--- src/rtl/eqc_pkg.sv ---
package eqc_pkg;
  localparam int BANDS      = 7;
  localparam int CODE_W     = 4;
  localparam int STEPS      = 13;
  localparam int FLAT_CODE  = 6;
  localparam int ADDR_W     = 8;
  localparam int FRAME_BITS = 1 + BANDS * CODE_W;

  function automatic logic [STEPS-1:0] code_to_sel(input logic [CODE_W-1:0] code);
    logic [STEPS-1:0] s;
    s = '0;
    if (int'(code) >= STEPS) s[FLAT_CODE] = 1'b1;
    else                     s[code]      = 1'b1;
    return s;
  endfunction
endpackage

--- src/rtl/eqc_sync.sv ---
module eqc_sync #(
  parameter int W = 1
) (
  input  logic         clk,
  input  logic         rst,
  input  logic [W-1:0] d_i,
  output logic [W-1:0] q_o
);
  logic [W-1:0] meta_q;

  always_ff @(posedge clk) begin
    if (rst) begin
      meta_q <= '0;
      q_o    <= '0;
    end else begin
      meta_q <= d_i;
      q_o    <= meta_q;
    end
  end
endmodule

--- src/rtl/eqc_rx.sv ---
module eqc_rx #(
  parameter int          ADDR_W     = eqc_pkg::ADDR_W,
  parameter int          FRAME_BITS = eqc_pkg::FRAME_BITS,
  parameter logic [7:0]  ADDR_HI    = 8'h8C,
  parameter logic [7:0]  ADDR_LO    = 8'h8D
) (
  input  logic                  clk,
  input  logic                  rst,
  input  logic                  sclk_i,
  input  logic                  sdat_i,
  input  logic                  sen_i,
  input  logic                  strap_i,
  output logic                  load_o,
  output logic [FRAME_BITS-1:0] frame_o
);
  localparam int CNT_W = $clog2(FRAME_BITS + 2);
  localparam logic [CNT_W-1:0] CNT_FULL = CNT_W'(FRAME_BITS);
  localparam logic [CNT_W-1:0] CNT_SAT  = '1;

  logic                  sclk_d, sen_d;
  logic [ADDR_W-1:0]     addr_sr;
  logic [FRAME_BITS-1:0] data_sr;
  logic [CNT_W-1:0]      cnt;
  logic                  addr_ok;
  logic [ADDR_W-1:0]     own_addr;

  wire sclk_rise = sclk_i & ~sclk_d;
  wire sen_rise  = sen_i & ~sen_d;
  wire sen_fall  = ~sen_i & sen_d;

  assign own_addr = strap_i ? ADDR_HI[ADDR_W-1:0] : ADDR_LO[ADDR_W-1:0];
  assign frame_o  = data_sr;

  always_ff @(posedge clk) begin
    if (rst) begin
      sclk_d  <= 1'b0;
      sen_d   <= 1'b0;
      addr_sr <= '0;
      data_sr <= '0;
      cnt     <= '0;
      addr_ok <= 1'b0;
      load_o  <= 1'b0;
    end else begin
      sclk_d <= sclk_i;
      sen_d  <= sen_i;
      load_o <= 1'b0;
      if (sen_rise) begin
        addr_ok <= (addr_sr == own_addr);
        cnt     <= '0;
      end
      if (sclk_rise) begin
        if (!sen_i) begin
          addr_sr <= {sdat_i, addr_sr[ADDR_W-1:1]};
        end else begin
          data_sr <= {sdat_i, data_sr[FRAME_BITS-1:1]};
          if (cnt != CNT_SAT) cnt <= cnt + 1'b1;
        end
      end
      if (sen_fall) load_o <= addr_ok && (cnt == CNT_FULL);
    end
  end


  load_len_chk: assert property (@(posedge clk) disable iff (rst)
    load_o |-> ($past(cnt) == CNT_FULL));


  load_addr_chk: assert property (@(posedge clk) disable iff (rst)
    load_o |-> $past(addr_ok));
endmodule

--- src/rtl/eqc_decode.sv ---
module eqc_decode #(
  parameter int BANDS     = eqc_pkg::BANDS,
  parameter int CODE_W    = eqc_pkg::CODE_W,
  parameter int STEPS     = eqc_pkg::STEPS,
  parameter int FLAT_CODE = eqc_pkg::FLAT_CODE
) (
  input  logic                      clk,
  input  logic                      rst,
  input  logic [BANDS*CODE_W-1:0]   codes_i,
  output logic [BANDS*STEPS-1:0]    sel_o
);
  localparam logic [STEPS-1:0] FLAT_SEL = STEPS'(1) << FLAT_CODE;

  for (genvar b = 0; b < BANDS; b++) begin : g_band
    always_ff @(posedge clk) begin
      if (rst) sel_o[b*STEPS +: STEPS] <= FLAT_SEL;
      else     sel_o[b*STEPS +: STEPS] <= eqc_pkg::code_to_sel(codes_i[b*CODE_W +: CODE_W]);
    end


    band_onehot_chk: assert property (@(posedge clk) disable iff (rst)
      $countones(sel_o[b*STEPS +: STEPS]) == 1);
  end
endmodule

--- src/rtl/eq_gain_ctrl.sv ---
module eq_gain_ctrl #(
  parameter int BANDS  = eqc_pkg::BANDS,
  parameter int CODE_W = eqc_pkg::CODE_W,
  parameter int STEPS  = eqc_pkg::STEPS
) (
  input  logic                   clk,
  input  logic                   rst,
  input  logic                   ser_clk_i,
  input  logic                   ser_dat_i,
  input  logic                   ser_en_i,
  input  logic                   addr_strap_i,
  output logic [BANDS*STEPS-1:0] sel_left_o,
  output logic [BANDS*STEPS-1:0] sel_right_o
);
  localparam int FB     = 1 + BANDS * CODE_W;
  localparam int CH     = 2;
  localparam int CODE_V = BANDS * CODE_W;

  logic [3:0]        sync_q;
  logic              load;
  logic [FB-1:0]     frame;
  logic [CH-1:0][CODE_V-1:0] codes_q;
  logic [CH-1:0][BANDS*STEPS-1:0] sel_all;

  eqc_sync #(.W(4)) i_sync (
    .clk (clk),
    .rst (rst),
    .d_i ({addr_strap_i, ser_en_i, ser_dat_i, ser_clk_i}),
    .q_o (sync_q)
  );

  eqc_rx #(.FRAME_BITS(FB)) i_rx (
    .clk     (clk),
    .rst     (rst),
    .sclk_i  (sync_q[0]),
    .sdat_i  (sync_q[1]),
    .sen_i   (sync_q[2]),
    .strap_i (sync_q[3]),
    .load_o  (load),
    .frame_o (frame)
  );

  always_ff @(posedge clk) begin
    if (rst) begin
      for (int c = 0; c < CH; c++)
        for (int b = 0; b < BANDS; b++)
          codes_q[c][b*CODE_W +: CODE_W] <= CODE_W'(eqc_pkg::FLAT_CODE);
    end else if (load) begin
      codes_q[frame[0]] <= frame[FB-1:1];
    end
  end

  for (genvar c = 0; c < CH; c++) begin : g_ch
    eqc_decode #(.BANDS(BANDS), .CODE_W(CODE_W), .STEPS(STEPS)) i_dec (
      .clk     (clk),
      .rst     (rst),
      .codes_i (codes_q[c]),
      .sel_o   (sel_all[c])
    );
  end

  assign sel_left_o  = sel_all[0];
  assign sel_right_o = sel_all[1];


  hold_until_load_chk: assert property (@(posedge clk) disable iff (rst)
    !load |=> $stable(codes_q));
endmodule

--- config.mk ---
export PLATFORM = sky130hd
export DESIGN_NAME = eq_gain_ctrl
export DESIGN_NICKNAME = d
export VERILOG_FILES = /design/src/rtl/eqc_pkg.sv /design/src/rtl/eqc_sync.sv /design/src/rtl/eqc_rx.sv /design/src/rtl/eqc_decode.sv /design/src/rtl/eq_gain_ctrl.sv
export SDC_FILE = /design/constraint.sdc
export NUM_CORES = 1
export LEC_CHECK = 0
export BUFFER_PORTS_ARGS = -buffer_cell sky130_fd_sc_hd__buf_2
export CORE_MARGIN = 4
export CORE_UTILIZATION = 50
export CTS_CLUSTER_SIZE = 16
export DETAILED_ROUTE_END_ITERATION = 10
export PLACE_DENSITY = 0.81
export REMOVE_ABC_BUFFERS = 1
export SLEW_MARGIN = 10
export SYNTH_ARGS = -nofsm -noshare
export SYNTH_HDL_FRONTEND = slang
export SYNTH_SLANG_ARGS = --single-unit
--- constraint.sdc ---
create_clock -name clk -period 2.3 [get_ports clk]
set_input_delay 0.46 -clock clk [delete_from_list [all_inputs] [get_ports clk]]
set_output_delay 0.46 -clock clk [all_outputs]
set_load 0.1 [all_outputs]
# Word-level counts from Yosys, hierarchy flattened
# Cells that the tools add are included.
# W data, S select, Z words.
# totals
mem_bits_rw,0
reg_bits,292
elab_cells,149
rom_bits,0
memories,0
in_bits,6
latchBits,0
# classes
n_div,0
n_lt_le_gt_ge,44
eq_ne,3
mux,36
add_sub_neg,1
n_reduce_logical,33
bitwise_logic,7
multipliers,0
shifts,0
# op_table
cell,count
$lt A4 B5 Y1 const B,14
$bwmux W56,1
$demux W1 S4,14
$ge A4 B1 Y1 const B,14
$ge A4 B4 Y1 const B,14
$reduce_or A2 Y1,15
$demux W28 S1,1
$mux W28,1
$mux W5,4
$logic_and A1 B1 Y1,16
$mux W1,15
$eq A8 B8 Y1,1
$add A5 B1 Y5 const B,1
$eq A5 B5 Y1 const B,1
$ne A5 B5 Y1 const B,1
$not A1 Y1,4
$reduce_and A2 Y1,2
$and A1 B1 Y1,3
$lt A1 B2 Y1 const B,1
$ge A1 B1 Y1 const B,1

# Logic depth before layout (Yosys ltp)
# logic_depth
word_depth,6
mapped_depth,6
ltp_nobuf,6

# Hierarchy
# Synthesis repeated with hierarchy kept, for this count alone.
# unflattened
hier_cells,930
area_unflattened_um2,9805.7
# by_module_without_submodules
mod,n_inst,area_per_inst_um2,cells_per_inst
eqc_decode (g_ch[1].i_dec),1,2811.4,248
eqc_decode (g_ch[0].i_dec),1,2810.2,247
eq_gain_ctrl,1,2243.4,218
eqc_rx,1,1730.4,201
eqc_sync,1,210.2,16

# Worst setup path after synthesis
# No wires, ideal clock.
# synth_path
kind,register -> register
from,register i_rx.cnt[0]
to,register i_rx.cnt[3]
stages_incl_launch_ff,7
path_buffers,0
t_required_ns,2.230
path_slack_ns,0.558
t_arrival_ns,1.672
cell_sequence,dfxtp_1 ha_1 and3_1 ha_1 nand4bb_1 or3_1 a21oi_1
# synth_between
elab_chain_len,4
elab_cells_between_ends,5
# synth_lines
element,line,rtl
"start, declared",eqc_rx.sv:23,logic [CNT_W-1:0] cnt;
"start signal, assigned",eqc_rx.sv:56,if (cnt != CNT_SAT) cnt <= cnt + 1'b1;
$add A5 B1 Y5 or $ne A5 B5 Y1 (tied branches),eqc_rx.sv:56,
$mux W5 *,eqc_rx.sv:56,
$mux W5 *,eqc_rx.sv:52,if (!sen_i) begin
$mux W5 *,eqc_rx.sv:51,if (sclk_rise) begin
# Every way passes the cells marked *; elsewhere a longest branch is shown, timed or not.
# A chain may end at the register's enable or synchronous reset.

# Final worst setup path
# Same ends and word-level chain as after synthesis.

==> results by group <==
Run status
  – Status: completed

Die
  – Die area: 20400 sq um
  – Width of the chip: 143 um
  – Die Y-Extent: 143 um
  – Initial core utilization: 51.7%
  – Core Region: 17500 sq um
  – I/O pin cnt: 188
  – Site Rows: 48

Setup path
  – Arr. time, crit path: 2.39 ns
  – Req. time, crit path: 2.76 ns
  – FF-to-FF setup slack: 0.37 ns
  – Crit start category: flip-flop
  – CP max FO: 6
  – WS Path Type: reg2reg
  – R2R depth: 6
  – CP Capture Type: flip-flop
  – R2r startpoint: i_rx.cnt[0]$_SDFF_PP0_
  – Reg-to-reg endpoint: i_rx.cnt[3]$_SDFF_PP0_

Placement
  – Hpwl dp: 13.4 mm
  – Routability congestion estimate: 0.786
  – Area after DPL: 10200 sq um
  – I/O Buffers: 187

Power
  – Leak: 4.78 nW
  – Pwr dens: 879 nW/um^2
  – IR drop worst, VDD: 727 uV
  – Total power: 9.81 mW

GRT
  – Vias in the first global route: 6538
  – Initial antenna violation count: 0
  – GRT Residual Overflow: 0
  – Largest net degree at the start of global routing: 60
  – Total track usage: 18.7%
  – Global-route wire length before repair: 32.0 mm

CTS
  – Post-CTS setup buffer count: 0
  – Clock network latency to the later pin of the worst-skew pair: 0.53 ns
  – CTS Hold Bufs: 0
  – Root Driver: clkbuf_16
  – Post_cts resized: 0
  – Number of CTS-inserted buffers: 28
  – CTS Buffer Depth: 3
  – CTS tree: built
  – Clock sink total: 292
  – H-Tree Depth: 1
  – Clock slew at reported path FFs: 0.06 ns

Final layout
  – Inserted Diodes: 0
  – Final Instance Area: 11200 sq um
  – Layout area overhead: 23.1%
  – Final net count: 1174
  – Fill cells: 1424
  – Fraction of layout cells with a size suffix above 1: 20.8%

Synth
  – Seq/Total Area, Yosys: 64.4%
  – Synth Area in XOR/XNOR: 0.193%
  – Post-synthesis mux area share: 0.993%
  – Most numerous cell in the Yosys netlist: dfxtp_1
  – Yosys cell types: 37
  – Async SR Flop Fraction: 0%
  – Largest family of logic cells by synthesized area: simple AND/OR/NAND/NOR gates
  – YS warnings: 0
  – Synth Area in Simple Gates: 26.7%
  – Area contributors post-synth: dfxtp_1 (64%), nand2_1 (9.3%), nor2_1 (5.9%), a21oi_1 (3.5%), nor3_1 (2.8%)
  – Syn Area/Cell: 9.19 sq um
  – Ys flop type: dfxtp_1
  – Post-Syn Area: 9070 sq um
  – Post-synth top cells: dfxtp_1 (292), nand2_1 (225), nor2_1 (142), a21oi_1 (63), nor3_1 (51)
  – Compound-gate portion of the synthesized area: 4.95%
  – Post-Synthesis Cells: 987
  – Synth Area in Adders: 0.414%
  – Flops & latches, synth: 292
  – Synth area leader: dfxtp_1
  – EDFF count, synth: 0
  – Area share of the largest cell type after synthesis: 64.4%

Drt
  – Total wire length: 19.8 mm
  – DR iter-0 viols: 402
  – Post-route ant nets: 0
  – DRC: 0
  – Via count: 7077
  – First-pass DRT Iterations: 5
  – Via density: 5.03
  – Drt wl/cell: 14.0 um

Hold path
  – Worst Hold Endpoint: i_sync.meta_q[0]$_SDFF_PP0_
  – HP Start: ser_clk_i
  – HP Class: in2reg
  – Hold depth: 2

Timing
  – Fmax: 518 MHz
  – Clk_skew: 0.0110 ns
  – Final hold vios: 0
  – Post-route setup TNS: 0 ns
  – Final min period: 1.93 ns
  – Relative slew slack: 60.0%
  – Slew @ Worst Pin: 0.591 ns
  – Final setup fails: 0
  – Crit share post-route: 84.0%
  – RSZ-0062 raised after global routing: false
  – Max-slew violations: 0

Run
  – Max-cap violation count: 0
-- area by class of cell --
type	instances	area [sq um]	area share [%]
Clock inverter	6	86.3	0.773
Timing Repair Buffer	198	1050	9.37
Inverter	5	18.8	0.168
Clock buffer	41	871	7.80
Tap cell	225	282	2.52
Multi-Input combinational cell	640	3020	27.0
Sequential cell	292	5850	52.3
-- critical path, stage by stage (launching register included) --
cell and delay (ns):
dfxtp_1 0.34, ha_1 0.23, and3_1 0.19, ha_1 0.21
nand4bb_1 0.34, or3_1 0.42, a21oi_1 0.14
-- flip-flops by register name (all words and copies together) (netlist names) --
register / flops
i_rx.load_o: 1
i_rx.addr_sr: 8
i_sync.q_o: 4
i_rx.addr_ok: 1
g_ch.i_dec.sel_o: 182
i_rx.sclk_d: 1
i_rx.cnt: 5
i_rx.frame_o: 29
codes_q: 56
i_rx.sen_d: 1
i_sync.meta_q: 4
-- worst max-delay path by stage --
| stage | to | slack (ns) | depth (start not counted) | startpoint |
|---|---|---|---|---|
| after floorplan | i_rx.cnt[3]$_SDFF_PP0_ | 0.56 | 6 | i_rx.cnt[0]$_SDFF_PP0_ |
| after global placement | i_rx.cnt[3]$_SDFF_PP0_ | 0.49 | 6 | i_rx.cnt[0]$_SDFF_PP0_ |
| after detailed placement | i_rx.cnt[3]$_SDFF_PP0_ | 0.39 | 6 | i_rx.cnt[0]$_SDFF_PP0_ |
| after CTS | i_rx.cnt[3]$_SDFF_PP0_ | 0.38 | 6 | i_rx.cnt[0]$_SDFF_PP0_ |
| after global routing | i_rx.cnt[3]$_SDFF_PP0_ | 0.24 | 6 | i_rx.cnt[0]$_SDFF_PP0_ |
| final | i_rx.cnt[3]$_SDFF_PP0_ | 0.37 | 6 | i_rx.cnt[0]$_SDFF_PP0_ |
-- power by group --
group	switching (mW)	leakage [nW]	internal [mW]
logic	0.0717	1.96	0.0296
clock network	1.82	0.472	2.82
registers	0.00542	2.35	5.06
total	1.90	4.78	7.92
-- through the flow --
stage	util, %	cells	setup WS, ns	hold slack, ns
after floorplan	-	937	0.559	0.414
after global placement	58.2	1360	0.490	0.417
after detailed placement	58.2	1360	0.395	0.425
after CTS	63.7	1407	0.381	0.131
after global routing	63.7	1407	0.243	0.146
final	63.7	1407	0.369	0.148
-- cell usage in the layout (no fill, tap or decap), types with 4 or more instances in the layout --
cell type,instances
a21o_1,13
a21oi_1,63
buf_2,186
buf_4,10
clkbuf_16,29
clkbuf_8,10
dfxtp_1,292
inv_1,4
mux2i_1,9
nand2_1,225
nand2b_1,30
nand3_1,42
nand3b_1,11
nor2_1,142
nor2b_1,10
nor3_1,51
or3_1,15
-- kinds of logic (layout without fill, tap and decap cells) --
group / Yosys count / after routing
AND/OR/NAND/NOR: 544 / 544
flip-flops: 292 / 292
AO/OA/AOI/OAI: 82 / 82
buffers and inverters: 55 / 250
multiplexers: 9 / 9
adder cells (fa/ha/maj): 3 / 3
XOR/XNOR: 2 / 2
-- per-layer routing --
| metal | up-vias | routed length [um] | GRT usage, % |
|---|---|---|---|
| li1 | 3578 | - | - |
| met1 | 3257 | 8390 | 23.6 |
| met2 | 206 | 9530 | 32.6 |
| met3 | 36 | 1360 | 3.99 |
| met4 | 0 | 484 | 5.30 |
| met5 | - | 0 | 0 |
Power figures use the tool's default switching activity.
